--- config.mk ---
export PLATFORM = sky130hd
export DESIGN_NAME = edo_strobe_classifier
export DESIGN_NICKNAME = d
export VERILOG_FILES = /design/src/rtl/edo_strobe_classifier.sv
export SDC_FILE = /design/constraint.sdc
export NUM_CORES = 1
export LEC_CHECK = 0
export ABC_AREA = 1
export BUFFER_PORTS_ARGS = -buffer_cell sky130_fd_sc_hd__buf_2
export CORE_MARGIN = 1.5
export CORE_UTILIZATION = 45
export DETAILED_ROUTE_END_ITERATION = 12
export GPL_TIMING_DRIVEN = 0
export HOLD_SLACK_MARGIN = 0.03
export PLACE_DENSITY = 0.72
export SLEW_MARGIN = 20
export SYNTH_ARGS = -nofsm -noshare
export SYNTH_HDL_FRONTEND = slang
export SYNTH_SLANG_ARGS = --single-unit
export TNS_END_PERCENT = 5
--- constraint.sdc ---
create_clock -name clk -period 1.35 [get_ports clk]
set_input_delay 0.135 -clock clk [delete_from_list [all_inputs] [get_ports clk]]
set_output_delay 0.135 -clock clk [all_outputs]
set_load 0.01 [all_outputs]
--- src/rtl/edo_strobe_classifier.sv ---
module edo_strobe_classifier (
  input  logic       clk,
  input  logic       rst_n,
  input  logic       ras_n,
  input  logic       lcas_n,
  input  logic       ucas_n,
  input  logic       we_n,
  input  logic       oe_n,
  output logic       cyc_valid,
  output logic [2:0] cyc_type,
  output logic [1:0] cyc_lanes,
  output logic       cyc_err,
  output logic [1:0] dq_oe
);
  localparam logic [2:0] T_RONLY = 3'd1;
  localparam logic [2:0] T_CBR   = 3'd2;
  localparam logic [2:0] T_READ  = 3'd3;
  localparam logic [2:0] T_EWR   = 3'd4;
  localparam logic [2:0] T_DWR   = 3'd5;
  localparam logic [2:0] T_RMW   = 3'd6;
  localparam logic [2:0] T_RDOFF = 3'd7;

  logic ras_q, lcas_q, ucas_q, we_q, oe_q;
  logic [2:0] cls;
  logic [1:0] lanes_acc, arm;
  logic oe_seen, single, stag;

  wire [1:0] lane_low = ~{ucas_n, lcas_n};
  wire cas_now  = |lane_low;
  wire cas_prev = ~lcas_q | ~ucas_q;
  wire ras_fall = ras_q & ~ras_n;
  wire ras_rise = ~ras_q & ras_n;
  wire cas_fall = ~cas_prev & cas_now;
  wire in_cycle = ~ras_q & ~ras_n;
  wire refresh_cls = (cls == T_RONLY) | (cls == T_CBR);
  wire write_cls = (cls == T_EWR) | (cls == T_DWR) | (cls == T_RMW);
  wire rd_ok = in_cycle & ((cls == T_READ) | ((cls == T_RONLY) & cas_fall & we_n));
  wire oe_rise = ~oe_q & oe_n;
  wire we_fall = we_q & ~we_n;

  assign dq_oe = arm & {2{~oe_n}};

  always_ff @(posedge clk or negedge rst_n) begin
    if (!rst_n) begin
      ras_q <= 1'b1; lcas_q <= 1'b1; ucas_q <= 1'b1; we_q <= 1'b1; oe_q <= 1'b1;
      cls <= T_RONLY; lanes_acc <= '0; oe_seen <= 1'b0; single <= 1'b0; stag <= 1'b0;
      arm <= '0;
      cyc_valid <= 1'b0; cyc_type <= '0; cyc_lanes <= '0; cyc_err <= 1'b0;
    end else begin
      ras_q <= ras_n; lcas_q <= lcas_n; ucas_q <= ucas_n; we_q <= we_n; oe_q <= oe_n;
      cyc_valid <= ras_rise;
      if (ras_rise) begin
        cyc_type  <= (cls == T_READ && !oe_seen) ? T_RDOFF : cls;
        cyc_lanes <= refresh_cls ? 2'b00 : lanes_acc;
        cyc_err   <= stag & write_cls;
      end
      if (ras_fall) begin
        cls <= cas_now ? T_CBR : T_RONLY;
        lanes_acc <= '0; oe_seen <= 1'b0; single <= 1'b0; stag <= 1'b0;
      end else if (in_cycle && cls != T_CBR) begin
        lanes_acc <= lanes_acc | lane_low;
        if (cas_fall) begin
          single <= lcas_n ^ ucas_n;
          if (cls == T_RONLY) cls <= we_n ? T_READ : T_EWR;
        end else if (single && (&lane_low)) begin
          stag <= 1'b1;
        end
        if (cls == T_READ && cas_now && !oe_n) oe_seen <= 1'b1;
        if (cls == T_READ && cas_now && we_fall)
          cls <= (oe_seen && oe_n) ? T_RMW : T_DWR;
      end
      for (int b = 0; b < 2; b++) begin
        if (ras_n && !cas_now) arm[b] <= 1'b0;
        else if (!cas_now && (oe_rise || we_fall)) arm[b] <= 1'b0;
        else if (lane_low[b] && !we_n) arm[b] <= 1'b0;
        else if (lane_low[b] && we_n && rd_ok) arm[b] <= 1'b1;
      end
    end
  end

  AST_STANDBY_OPEN: assert property (@(posedge clk) disable iff (!rst_n)
    $past(ras_n && lcas_n && ucas_n) |-> dq_oe == 2'b00);
  AST_REPORT_PULSE: assert property (@(posedge clk) disable iff (!rst_n)
    cyc_valid |=> !cyc_valid);
  AST_REPORT_CODE: assert property (@(posedge clk) disable iff (!rst_n)
    cyc_valid |-> cyc_type != 3'd0);
  AST_CBR_NO_LANES: assert property (@(posedge clk) disable iff (!rst_n)
    (cyc_valid && cyc_type == T_CBR) |-> cyc_lanes == 2'b00);
  AST_RONLY_NO_LANES: assert property (@(posedge clk) disable iff (!rst_n)
    (cyc_valid && cyc_type == T_RONLY) |-> cyc_lanes == 2'b00);
  AST_EARLY_WRITE_OPEN: assert property (@(posedge clk) disable iff (!rst_n)
    (cls == T_EWR && !ras_n) |-> dq_oe == 2'b00);
  AST_ERR_ONLY_WRITE: assert property (@(posedge clk) disable iff (!rst_n)
    (cyc_valid && cyc_err) |-> (cyc_type == T_EWR || cyc_type == T_DWR || cyc_type == T_RMW));
endmodule

* Yosys cells after proc, flatten, opt, wreduce, memory -nomap -nowiden
Index checks and enable logic that the tools add are counted. Widths: inputs -> output; s select.
Word-level totals: bits in registers 22, input port bits 7, output and inout bits 9, word-level logic and storage cells 115
Cells by class: equality and inequality tests 8, muxes and demuxes 30, bitwise operators 27, reduce and logical (&&, ||, !) cells 34
Operators with widths (number):
- $mux 3 | 7
- $mux 1 | 18
- $logic_and 1x1->1 | 15
- $and 1x1->1 | 10
- $mux 2 | 5
- $eq 3x3->1 const B | 3
- $not 1->1 | 8
- $reduce_bool 2->1 | 4
- $reduce_bool 4->1 | 2
- $eq 3x2->1 const B | 2
- $reduce_and 2->1 | 3
- $reduce_and 3->1 | 2
- $reduce_bool 3->1 | 2
- $or 1x1->1 | 5
- $logic_not 1->1 | 4
- $eq 3x1->1 const B | 1
- $ne 3x2->1 const B | 1
- $and 2x2->2 | 1
- $ne 2x2->1 const B | 1
- $not 2->2 | 1
- $or 2x2->2 | 1
- $reduce_or 2->1 | 1
- $logic_or 1x1->1 | 1
- $xor 1x1->1 | 1

* Longest topological paths before layout
Gate-level depths: netlist (run 1).
depth after elaboration 13, gate-level depth with buffers 10, gate-level depth less buffers 10

* Worst setup path after synthesis (run 1)
Ideal clock, no wire load.
path type reg-to-reg, start point register ras_q, end point register cls[1], library setup time 0.117 ns, arrival time 1.087 ns, required time 1.233 ns, slack 0.147 ns, stages on the path, launching flop included 8, cells stage by stage dfstp_2 > inv_1 > nor2_2 > inv_1 > nor2_1 > a21oi_1 > nand2_1 > nand2_1
On the way: word-level cells in the longest chain between the ends 5
Ends and longest elaborated chain:
- start, declared | RTL line 23 | logic ras_q, lcas_q, ucas_q, we_q, oe_q;
- start signal, assigned | RTL line 50 | ras_q <= ras_n; lcas_q <= lcas_n; ucas_q <= ucas_n; we_q <= we_n; oe_q <= oe_n;
- $not 1->1 | RTL line 34 | wire in_cycle = ~ras_q & ~ras_n;
- $and 1x1->1 | RTL line 34
- $logic_and 1x1->1 | RTL line 60 | end else if (in_cycle && cls != T_CBR) begin
- $reduce_bool 2->1 (no source line)
- $reduce_and 3->1 (no source line)
- end signal, assigned | RTL line 58 | cls <= cas_now ? T_CBR : T_RONLY;
- end signal, assigned | RTL line 64 | if (cls == T_RONLY) cls <= we_n ? T_READ : T_EWR;
- end signal, assigned | RTL line 70 | cls <= (oe_seen && oe_n) ? T_RMW : T_DWR;
- end, declared | RTL line 24 | logic [2:0] cls;
Several ways; a longest one is shown, not always the timed one. A chain may end at the register's enable or synchronous reset.

* Worst setup path after layout (run 1)
start point register cls[0], end point register cls[2]
On the way: word-level cells in the longest chain between the ends 6
Ends and longest elaborated chain:
- $eq 3x2->1 | RTL line 69 | if (cls == T_READ && cas_now && we_fall)
- $logic_and 1x1->1 (2 in a row) | RTL line 69
- $mux 3 | RTL line 69
- $mux 3 | RTL line 60
- $mux 3 | RTL line 57 | if (ras_fall) begin
Several ways; a longest one is shown, not always the timed one. The select of a mux whose other input is x is not followed.

==> impl_metrics.json, run 1 <==
{
  "status": "completed",
  "max_slew.worst_pin.slew_ns": 0.484,
  "cts.root.buffer_cell": "sky130_fd_sc_hd__clkbuf_4",
  "floorplan.die_area_um2": 2530,
  "net_switching_power_mw": 0.423,
  "powerDensity_nw_per_um2": 1230,
  "clock_sinks": 22,
  "clock_insertion_delay_worst_skew_ns": 0.32,
  "clkSlewWorstSetupHoldPaths_ns": 0.13,
  "antenna_cells": 0,
  "netlist.top_cell.by_area": "sky130_fd_sc_hd__dfrtp_1",
  "global_route_wire_length_before_repair_mm": 3.71,
  "synth_cells": 115,
  "area_growth_pct": 25.8,
  "cp.arrival_ns": 1.57,
  "synth_largest_type_area_fraction_pct": 39.7,
  "synth_simple_gate_area_share_pct": 21.7,
  "grt_setup_unrepaired": "true",
  "post_layout_utilization_of_the_core_pct": 62.1,
  "routabilityCongestion": 0.810,
  "layout_setup_ws_ns": 0.0515,
  "total_power_mw": 1.56,
  "timing.hold.worst.class": "in2reg",
  "p_seq_share_pct": 49.9,
  "num-nets-final": 152,
  "synth_seq_cells": 22,
  "drive_gt1_share_pct": 29.6,
  "drtIter0Drc": 24,
  "vias_in_the_first_global_route": 886,
  "placement.io_buffers": 15,
  "cts.path.max_buffers": 2,
  "power.switching_fraction_pct": 27.0,
  "place_ws_ns": -0.0203,
  "cell_internal_pwr_mw": 1.14,
  "maxCapViolCount": 0,
  "drt_pre_antenna_iters": 5,
  "pwr-share-comb_pct": 17.3,
  "netlist-cell-type-count": 19,
  "number_of_antenna_violations_at_the_first_check_in_global_routing": 0,
  "num_io_pins": 16,
  "synth.yosys.seq_area_share_pct": 55.3,
  "final_hold_viol_count": 0,
  "cts_htree_levels": 1,
  "synth_area_per_inst_um2": 8.77,
  "net_count_after_synthesis": 124,
  "setup-violations-final": 0,
  "routed_via_density": 5.10,
  "post_drt_wl_per_cell_um": 12.9,
  "routed_wirelength_mm": 2.18,
  "slew_viol_final": 0,
  "synthMuxAreaShare_pct": 0,
  "floorplan.initialDensity_pct": 49.4,
  "mappedNetlistArea_um2": 1010,
  "synth_compound_gate_area_share_pct": 12.2,
  "skew_ns": 0.00652,
  "grt_use_total_pct": 19.4,
  "antenna_left": 0,
  "irDropWorstVdd_uv": 917,
  "fin_crit_sh_pct": 96.2,
  "numCtsBuffers": 3,
  "grt_start_max_net_pins": 23,
  "worst_slew_margin_rel_pct": 67.7,
  "synth.yosys.warnings": 0,
  "timing.fmax_mhz": 770,
  "grt-ovfl-total": 0,
  "worst-setup-path-type": "reg2reg",
  "main_combinational_cell_family_by_area_after_synthesis": "simple AND/OR/NAND/NOR gates",
  "adder_and_majority_gate_portion_of_the_synthesized_area_pct": 2.48,
  "synth_xor_area_share_pct": 0,
  "critical_path_required_time_ns": 1.62,
  "largest_cells_by_area_after_synthesis": "sky130_fd_sc_hd__dfrtp_1 (40%), sky130_fd_sc_hd__dfstp_2 (16%), sky130_fd_sc_hd__inv_1 (6.7%)",
  "coreArea_um2": 2040,
  "route.detailed.drc": 0,
  "setup.worst_path.end_class": "flop",
  "floorplan.die.height_um": 50.3,
  "placementRows": 16,
  "fin_crit_ns": 1.30,
  "chipWidth_um": 50.3,
  "tritoncts": "done",
  "p_leak_nw": 0.652,
  "critPathLaunchType": "flop",
  "detailroute.via_count": 862,
  "dp_hpwl_mm": 1.47,
  "path_max_fanout": 4,
  "clockPowerShare_pct": 32.8
}
==> area by class of cell <==
type / count / area [um2]
Fill cell: 187 / 773
Sequential cell: 22 / 558
Multi-Input combinational cell: 71 / 389
Timing Repair Buffer: 23 / 150
Inverter: 21 / 80.1
Tap cell: 27 / 33.8
Clock inverter: 1 / 30.0
Clock buffer: 3 / 22.5
Buffer: 1 / 5.00
==> synth_stat cells <==
cell	number
sky130_fd_sc_hd__nor2_4	1
sky130_fd_sc_hd__clkinv_2	1
sky130_fd_sc_hd__a21oi_1	9
sky130_fd_sc_hd__dfrtp_1	16
sky130_fd_sc_hd__nor2_2	1
sky130_fd_sc_hd__o31ai_1	2
sky130_fd_sc_hd__nand3_1	10
sky130_fd_sc_hd__inv_1	18
sky130_fd_sc_hd__nor2_1	9
sky130_fd_sc_hd__o22ai_1	2
sky130_fd_sc_hd__nand2_2	4
sky130_fd_sc_hd__dfstp_2	6
sky130_fd_sc_hd__nand4_1	4
sky130_fd_sc_hd__ha_1	2
sky130_fd_sc_hd__nand2_1	18
sky130_fd_sc_hd__clkbuf_1	1
sky130_fd_sc_hd__o21ai_0	7
sky130_fd_sc_hd__o211ai_1	2
sky130_fd_sc_hd__inv_2	2
==> power by group through the flow <==
stage	Sequential, mW	Combinational (mW)	Clock, mW
CTS	0.780	0.261	0.518
finish	0.779	0.271	0.513
detailed placement	0.793	0.243	0
global route	0.789	0.309	0.544
global placement	0.789	0.235	0
floorplan	0.800	0.138	0
==> kinds of logic after synthesis <==
group | count (synthesis)
AND/OR/NAND/NOR | 47
AO/OA/AOI/OAI | 22
buffers and inverters | 22
flip-flops | 22
adder cells (fa/ha/maj) | 2
==> layer usage <==
layer,part of all wire (%),up-vias,track usage [%]
li1,-,432,-
met1,43,393,23.5
met2,51,30,33.8
met3,3.6,7,2.68
met4,2.3,0,9.01
met5,0,-,0
==> worst max-delay path, cell delays in order, from the launching register on <==
cell and delay, ns:
sky130_fd_sc_hd__dfstp_2 0.59, sky130_fd_sc_hd__nand2_2 0.08, sky130_fd_sc_hd__nor2_4 0.15, sky130_fd_sc_hd__nand3_2 0.10, sky130_fd_sc_hd__nand2_2 0.09, sky130_fd_sc_hd__nand2_4 0.06
sky130_fd_sc_hd__nand2_2 0.07, sky130_fd_sc_hd__nand2_1 0.06, sky130_fd_sc_hd__nand2_1 0.06
==> path summary, 6_finish.rpt <==
path | slack, ns | startpoint | endpoint | cells past startpoint
worst min register to register | 0.49 | cyc_type[2] | cyc_type[2] | 2
max in group asynchronous | 0.70 | rst_n | ucas_q | 2
worst min-delay path | 0.07 | lcas_n | lanes_acc[0] | 2
worst max-delay path | 0.05 | cls[0] | cls[2] | 8
worst max register to register | 0.05 | cls[0] | cls[2] | 8
min in group asynchronous | 0.29 | rst_n | cyc_type[0] | 2
==> repair_timing <==
action                                  4_1_cts  5_1_grt
hold buffers                                  6        0
pin swaps                                     0        1
hold endpoints to repair                     21        0
resized for setup                             1        8
endpoints found under the setup margin        2        9
buffers inserted                              0        2
==> cells in the final DEF (no fill, tap or decap), drive strengths merged <==
cell type / instances
a21oi: 9
buf: 17
bufinv: 1
clkbuf: 4
clkinv: 1
dfrtp: 16
dfstp: 6
dlygate4sd3: 6
ha: 2
inv: 20
nand2: 22
nand3: 10
nand4: 4
nor2: 11
o211ai: 2
o21ai: 7
o22ai: 2
o31ai: 2
==> sequential cells by signal (all words and copies together), names as in the netlist, 2 cells and up <==
name	count
cls	3
cyc_lanes	2
arm	2
cyc_type	3
lanes_acc	2
==> metrics by stage <==
stage	cell area (um2)	TNS (ns)	instances	hold slack, ns
2_1_floorplan	1010	0	115	-0.161
3_3_place_gp	1120	0	157	0.110
3_5_place_dp	1120	-0.0203	157	0.127
4_1_cts	1230	0	167	0.0735
5_1_grt	1270	-0.132	169	0.0676
6_report	1270	0	169	0.0708
Note: power is estimated with default switching activity, not from simulation.
==> run 2: changes to the inputs <==
--- a/config.mk
+++ b/config.mk
@@ -5,7 +5,7 @@
 export SDC_FILE = /design/constraint.sdc
 export NUM_CORES = 1
 export LEC_CHECK = 0
-export ABC_AREA = 1
+export ABC_AREA = 0
 export BUFFER_PORTS_ARGS = -buffer_cell sky130_fd_sc_hd__buf_2
 export CORE_MARGIN = 1.5
 export CORE_UTILIZATION = 45
==> constraint.sdc (replaced) <==
create_clock -name clk -period 1.5 [get_ports clk]
set_input_delay 0.15 -clock clk [delete_from_list [all_inputs] [get_ports clk]]
set_output_delay 0.15 -clock clk [all_outputs]
set_load 0.01 [all_outputs]
==> impl_metrics.json, run 2 <==
{
  "route.detailed.drc": 0,
  "yosys_most_used_dff": "sky130_fd_sc_hd__dfrtp_1",
  "postSynth.asyncResetShare_pct": 100,
  "grt_use_total_pct": 18.9,
  "skew_ns": 0.00106,
  "final_hold_viol_count": 0,
  "layout_setup_ws_ns": -0.124,
  "critPathLaunchType": "flop",
  "grt-ovfl-total": 0,
  "netlist-cell-type-count": 32,
  "tritoncts": "done",
  "critical_path_required_time_ns": 1.71,
  "routed_via_density": 5.34,
  "slew_viol_final": 0,
  "final_common_cell": "sky130_fd_sc_hd__nand2_1",
  "detailroute.via_count": 812,
  "timing.fmax_mhz": 616,
  "cts_htree_levels": 1,
  "num-nets-final": 134,
  "cp_slowest_stage_delay_ns": 0.59,
  "antenna_left": 0,
  "rr_worst_depth": 4,
  "synth.yosys.seq_area_share_pct": 54.0,
  "clock_insertion_delay_worst_skew_ns": 0.31,
  "cp.arrival_ns": 1.84,
  "powerDensity_nw_per_um2": 1070,
  "critical_path_top_delay_cell": "sky130_fd_sc_hd__dfstp_2",
  "top_regs": "cls (3), cyc_type (3)",
  "area_growth_pct": 25.8,
  "fin_crit_sh_pct": 108,
  "setup.worst_path.end_class": "flop",
  "num_io_pins": 16,
  "global_route_wire_length_before_repair_mm": 3.53,
  "critical_path.cell_chain": "nor3b_2 > or3_4 > o21ai_4 > mux2_4",
  "synth_seq_cells": 22,
  "drt_pre_antenna_iters": 4,
  "place_ws_ns": -0.226,
  "clock_sinks": 22,
  "timing.hold.worst.class": "in2reg",
  "irDropWorstVdd_uv": 606,
  "fin_setup_tns_ns": -0.354,
  "vias_in_the_first_global_route": 789,
  "drtIter0Drc": 13,
  "largest_cells_by_area_after_synthesis": "sky130_fd_sc_hd__dfrtp_1 (39%), sky130_fd_sc_hd__dfstp_2 (15%), sky130_fd_sc_hd__nand2_1 (6.5%)",
  "p_leak_nw": 0.607,
  "maxCapViolCount": 0,
  "worst-setup-path-type": "reg2reg",
  "path_max_fanout": 4,
  "holdPathEnd": "lanes_acc[0]",
  "cts.path.max_buffers": 2,
  "floorplan.die.height_um": 50.9,
  "netlist.top_cell.by_area": "sky130_fd_sc_hd__dfrtp_1",
  "cell_total_after_placement": 139,
  "synth.yosys.warnings": 0,
  "drive_gt1_share_pct": 37.9,
  "clkSlewWorstSetupHoldPaths_ns": 0.12,
  "holdCritStartpoint": "lcas_n",
  "fillers": 192,
  "setup-violations-final": 6,
  "final_cell_mix": "sky130_fd_sc_hd__nand2_1 (18), sky130_fd_sc_hd__dfrtp_1 (16), sky130_fd_sc_hd__buf_2 (15)",
  "synth_largest_type_area_fraction_pct": 38.7,
  "violated_checks": "setup timing",
  "worst_slew_margin_rel_pct": 68.6,
  "dp_hpwl_mm": 1.37,
  "floorplan.initialDensity_pct": 47.2,
  "coreArea_um2": 2190,
  "synth_area_per_inst_um2": 10.8,
  "chipWidth_um": 50.9,
  "numCtsBuffers": 3,
  "synth_most_common_cell": "sky130_fd_sc_hd__nand2_1",
  "post_dp_cell_area_um2": 1150,
  "placementRows": 17,
  "floorplan.die_area_um2": 2590,
  "routabilityCongestion": 0.725,
  "post_drt_wl_per_cell_um": 13.6,
  "worst_r2r_endpoint": "cls[1]",
  "placement.io_buffers": 15,
  "synth_enable_flop_cells": 0,
  "instances_no_fill": 152,
  "minimum_setup_slack_among_reg_to_reg_paths_ns": -0.12,
  "net_count_after_synthesis": 105,
  "grt_setup_unrepaired": "true",
  "antenna_cells": 0,
  "synth_top_cells_by_count": "sky130_fd_sc_hd__nand2_1 (18), sky130_fd_sc_hd__dfrtp_1 (16), sky130_fd_sc_hd__o21ai_0 (7)",
  "layout.cell_area.non_filler_um2": 1300,
  "fin_crit_ns": 1.62,
  "mappedNetlistArea_um2": 1030,
  "number_of_antenna_violations_at_the_first_check_in_global_routing": 0,
  "synth_cells": 96,
  "cts.root.buffer_cell": "sky130_fd_sc_hd__clkbuf_4",
  "routed_wirelength_mm": 2.07,
  "max_slew.worst_pin.slew_ns": 0.471,
  "status": "complete, but fails checks",
  "grt_start_max_net_pins": 23,
  "crit-reg2reg-launch": "cls[0]",
  "worst_hold_path_stage_count": 2
}
-- run 2: changes by cell type in the layout (fill, tap and decap cells not counted), sizes merged, moves of 4 or more --
cell,delta
inv,-17
nand3,-7
nor2,-7
a21oi,-5
nand2,-4
-- run 2: power by group --
group          total, mW  leakage (nW)  switching [mW]  internal, mW
clock              0.328        0.0210           0.179         0.149
combinational      0.335         0.317           0.165         0.170
sequential         0.726         0.269          0.0515         0.675
-- run 2: final cells by class --
| cell class | instances | area, um2 | area share (%) |
|---|---|---|---|
| tap | 28 | 35.0 | 2.69 |
| clock buffer | 4 | 36.3 | 2.79 |
| multi-input combinational | 68 | 478 | 36.8 |
| sequential | 22 | 558 | 42.9 |
| inverter | 3 | 11.3 | 0.866 |
| timing repair buffer | 26 | 176 | 13.6 |
| buffer | 1 | 5.00 | 0.385 |
-- run 2: worst max path at each step --
stage | start | cells after the start | end | slack, ns
after floorplan | cls[0] | 5 | cls[1] | -0.15
after global placement | cls[0] | 5 | cls[1] | -0.21
after detailed placement | cls[0] | 5 | cls[1] | -0.23
after CTS | cls[1] | 5 | cls[1] | -0.19
after global routing | cls[0] | 4 | cls[1] | -0.18
final | cls[0] | 4 | cls[1] | -0.12
-- run 2: repair_timing --
| item | 4_1_cts | 5_1_grt |
|---|---|---|
| resized for setup | 5 | 6 |
| setup endpoints to repair | 7 | 14 |
| pin swaps | 2 | 4 |
| hold buffers | 6 | 0 |
| setup buffers | 4 | 1 |
| hold endpoints to repair | 21 | 0 |
-- run 2: stage by stage --
stage	hold WS, ns	utilization [%]	total power [mW]
after floorplan	-0.146	-	0.921
after global placement	0.128	52.6	1.01
after detailed placement	0.136	52.6	1.02
after CTS	0.0934	58.5	1.39
after global routing	0.121	59.3	1.47
final	0.103	59.3	1.39
-- run 2: logic make-up after synthesis --
logic type      after synthesis  synth area share, %
compound gates               20                 14.2
flops                        22                 54.0
mux                           3                 3.63
simple gates                 42                 21.9
buf+inv                       6                 3.03
fa+ha+maj                     2                 2.42
xor+xnor                      1                0.848
-- run 2: critical path, delay by kind of cell, from the launching register on --
| family | cells | cell delay, ns |
|---|---|---|
| compound gates | 1 | 0.19 |
| flops | 1 | 0.59 |
| mux | 1 | 0.31 |
| simple gates | 2 | 0.43 |
-- run 2: per-layer routing --
metal  GRT usage [%]  wire length (um)
met3            2.92                58
met5               0                 0
met2            33.8              1130
met1            21.3               839
met4            10.4                48
==> run 3: changes to the inputs <==
--- a/config.mk
+++ b/config.mk
@@ -9,6 +9,7 @@
 export BUFFER_PORTS_ARGS = -buffer_cell sky130_fd_sc_hd__buf_2
 export CORE_MARGIN = 1.5
 export CORE_UTILIZATION = 45
+export CTS_BUF_LIST = sky130_fd_sc_hd__clkbuf_8
 export DETAILED_ROUTE_END_ITERATION = 12
 export GPL_TIMING_DRIVEN = 0
 export HOLD_SLACK_MARGIN = 0.03
==> constraint.sdc (replaced) <==
create_clock -name clk -period 1.92 [get_ports clk]
set_input_delay 0.192 -clock clk [delete_from_list [all_inputs] [get_ports clk]]
set_output_delay 0.192 -clock clk [all_outputs]
set_load 0.01 [all_outputs]
==> impl_metrics.json, run 3 (synthesis results as in run 2) <==
{
  "power.switching_fraction_pct": 26.8,
  "vias_in_the_first_global_route": 729,
  "floorplan.die_area_um2": 2590,
  "chipWidth_um": 50.9,
  "cts.path.max_buffers": 2,
  "post_dp_cell_area_um2": 1140,
  "pwr-share-comb_pct": 20.2,
  "worst_slew_margin_rel_pct": 69.1,
  "cell_internal_pwr_mw": 0.812,
  "p_leak_nw": 0.562,
  "coreArea_um2": 2190,
  "fin_crit_sh_pct": 95.3,
  "max_slew.worst_pin.slew_ns": 0.464,
  "postCtsHoldBufs": 1,
  "drive_gt1_share_pct": 31.9,
  "area_growth_pct": 16.9,
  "routed_via_density": 5.22,
  "fillers": 206,
  "fin_crit_ns": 1.83,
  "final_hold_viol_count": 0,
  "grt-ovfl-total": 0,
  "final_cell_mix": "sky130_fd_sc_hd__nand2_1 (18), sky130_fd_sc_hd__dfrtp_1 (16), sky130_fd_sc_hd__buf_2 (15), sky130_fd_sc_hd__o21ai_0 (7), sky130_fd_sc_hd__dfstp_2 (6)",
  "post_drt_wl_per_cell_um": 12.8,
  "clockPowerShare_pct": 29.4,
  "setup-violations-final": 0,
  "hold_ws_ns": 0.0697,
  "powerDensity_nw_per_um2": 918,
  "routabilityCongestion": 0.717,
  "final_common_cell": "sky130_fd_sc_hd__nand2_1",
  "clkSlewWorstSetupHoldPaths_ns": 0.07,
  "holdCritStartpoint": "ucas_n",
  "maxCapViolCount": 0,
  "worst_hold_path_stage_count": 1,
  "slew_viol_final": 0,
  "rr_worst_depth": 5,
  "holdPathEnd": "ucas_q",
  "routed_wirelength_mm": 1.85,
  "floorplan.die.height_um": 50.9,
  "placementRows": 17,
  "antenna_left": 0,
  "numCtsBuffers": 3,
  "cp.arrival_ns": 1.98,
  "grt_use_total_pct": 16.5,
  "clock_sinks": 22,
  "path_max_fanout": 8,
  "total_power_mw": 1.11,
  "drtIter0Drc": 7,
  "skew_ns": 0.00178,
  "antenna_cells": 0,
  "irDropWorstVdd_uv": 475,
  "postCtsSetupRepairBufs": 0,
  "grt_setup_unrepaired": "false",
  "critical_path_required_time_ns": 2.07,
  "floorplan.initialDensity_pct": 47.2,
  "cts_htree_levels": 1,
  "timing.hold.worst.class": "in2reg",
  "crit-reg2reg-launch": "cls[0]",
  "number_of_antenna_violations_at_the_first_check_in_global_routing": 0,
  "grt_start_max_net_pins": 23,
  "net_switching_power_mw": 0.297,
  "cts.root.buffer_cell": "sky130_fd_sc_hd__clkbuf_8",
  "timing.fmax_mhz": 546,
  "p_seq_share_pct": 50.4,
  "num_io_pins": 16,
  "global_route_wire_length_before_repair_mm": 3.14,
  "worst_r2r_endpoint": "cls[1]",
  "top_regs": "cls (3), cyc_type (3)",
  "worst-setup-path-type": "reg2reg",
  "minimum_setup_slack_among_reg_to_reg_paths_ns": 0.09,
  "setup.worst_path.end_class": "flop",
  "layout.cell_area.non_filler_um2": 1210,
  "dp_hpwl_mm": 1.41,
  "detailroute.via_count": 752,
  "placement.io_buffers": 15,
  "route.detailed.drc": 0,
  "tritoncts": "done",
  "clock_insertion_delay_worst_skew_ns": 0.26,
  "drt_pre_antenna_iters": 2,
  "status": "completed",
  "num-nets-final": 126,
  "fin_setup_tns_ns": 0,
  "resized_after_cts": 0,
  "critPathLaunchType": "flop"
}
==> run 3: cell types whose count changed in the layout (fill, tap and decap cells not counted), sizes merged <==
cell / delta
clkbuf: +1
buf: -4
dlygate4sd3: -5
==> run 3: stage by stage <==
stage / setup WS (ns) / utilization, % / cells
2_1_floorplan: 0.212 / - / 96
3_3_place_gp: 0.128 / 52.2 / 139
3_5_place_dp: 0.112 / 52.2 / 139
4_1_cts: 0.0892 / 55.2 / 144
5_1_grt: 0.0128 / 55.2 / 144
6_report: 0.0900 / 55.2 / 144
==> run 3: final cells by class <==
cell class                 instances  area [um2]  share of cell area, %
sequential                        22         558                   46.2
buffer                             3        20.0                   1.66
multi-input combinational         68         444                   36.7
inverter                           3        11.3                  0.932
timing repair buffer              16        85.1                   7.04
clock buffer                       4        55.1                   4.55
tap                               28        35.0                   2.90
==> run 3: power groups by stage <==
stage          Clock (mW)  Sequential (mW)  Combinational [mW]
2_1_floorplan           0            0.574               0.138
4_1_cts             0.336            0.561               0.229
6_report            0.326            0.560               0.224
5_1_grt             0.349            0.568               0.250
3_5_place_dp            0            0.570               0.225
3_3_place_gp            0            0.564               0.219
==> run 3: routing by layer <==
layer / vias to the layer above / GRT usage (%) / share of wire (%)
li1: 373 / - / -
met3: 5 / 2.63 / 4.0
met2: 19 / 29.0 / 51
met5: - / 0 / 0
met1: 355 / 18.8 / 42
met4: 0 / 9.46 / 2.7
==> run 3: worst max path at each step <==
stage	cells past startpoint	end	slack, ns	from
2_1_floorplan	5	cls[1]	0.21	cls[0]
3_3_place_gp	5	cls[1]	0.13	cls[0]
3_5_place_dp	5	cls[1]	0.11	cls[0]
4_1_cts	5	cls[1]	0.09	cls[0]
5_1_grt	5	cls[1]	0.01	cls[0]
6_report	5	cls[1]	0.09	cls[0]
==> run 3: worst max-delay path: stages (launching register included) <==
cell and delay, ns:
sky130_fd_sc_hd__dfstp_2 0.52, sky130_fd_sc_hd__clkbuf_2 0.18, sky130_fd_sc_hd__nor3b_1 0.09, sky130_fd_sc_hd__or3_4 0.38, sky130_fd_sc_hd__o21ai_4 0.20, sky130_fd_sc_hd__mux2_1 0.34
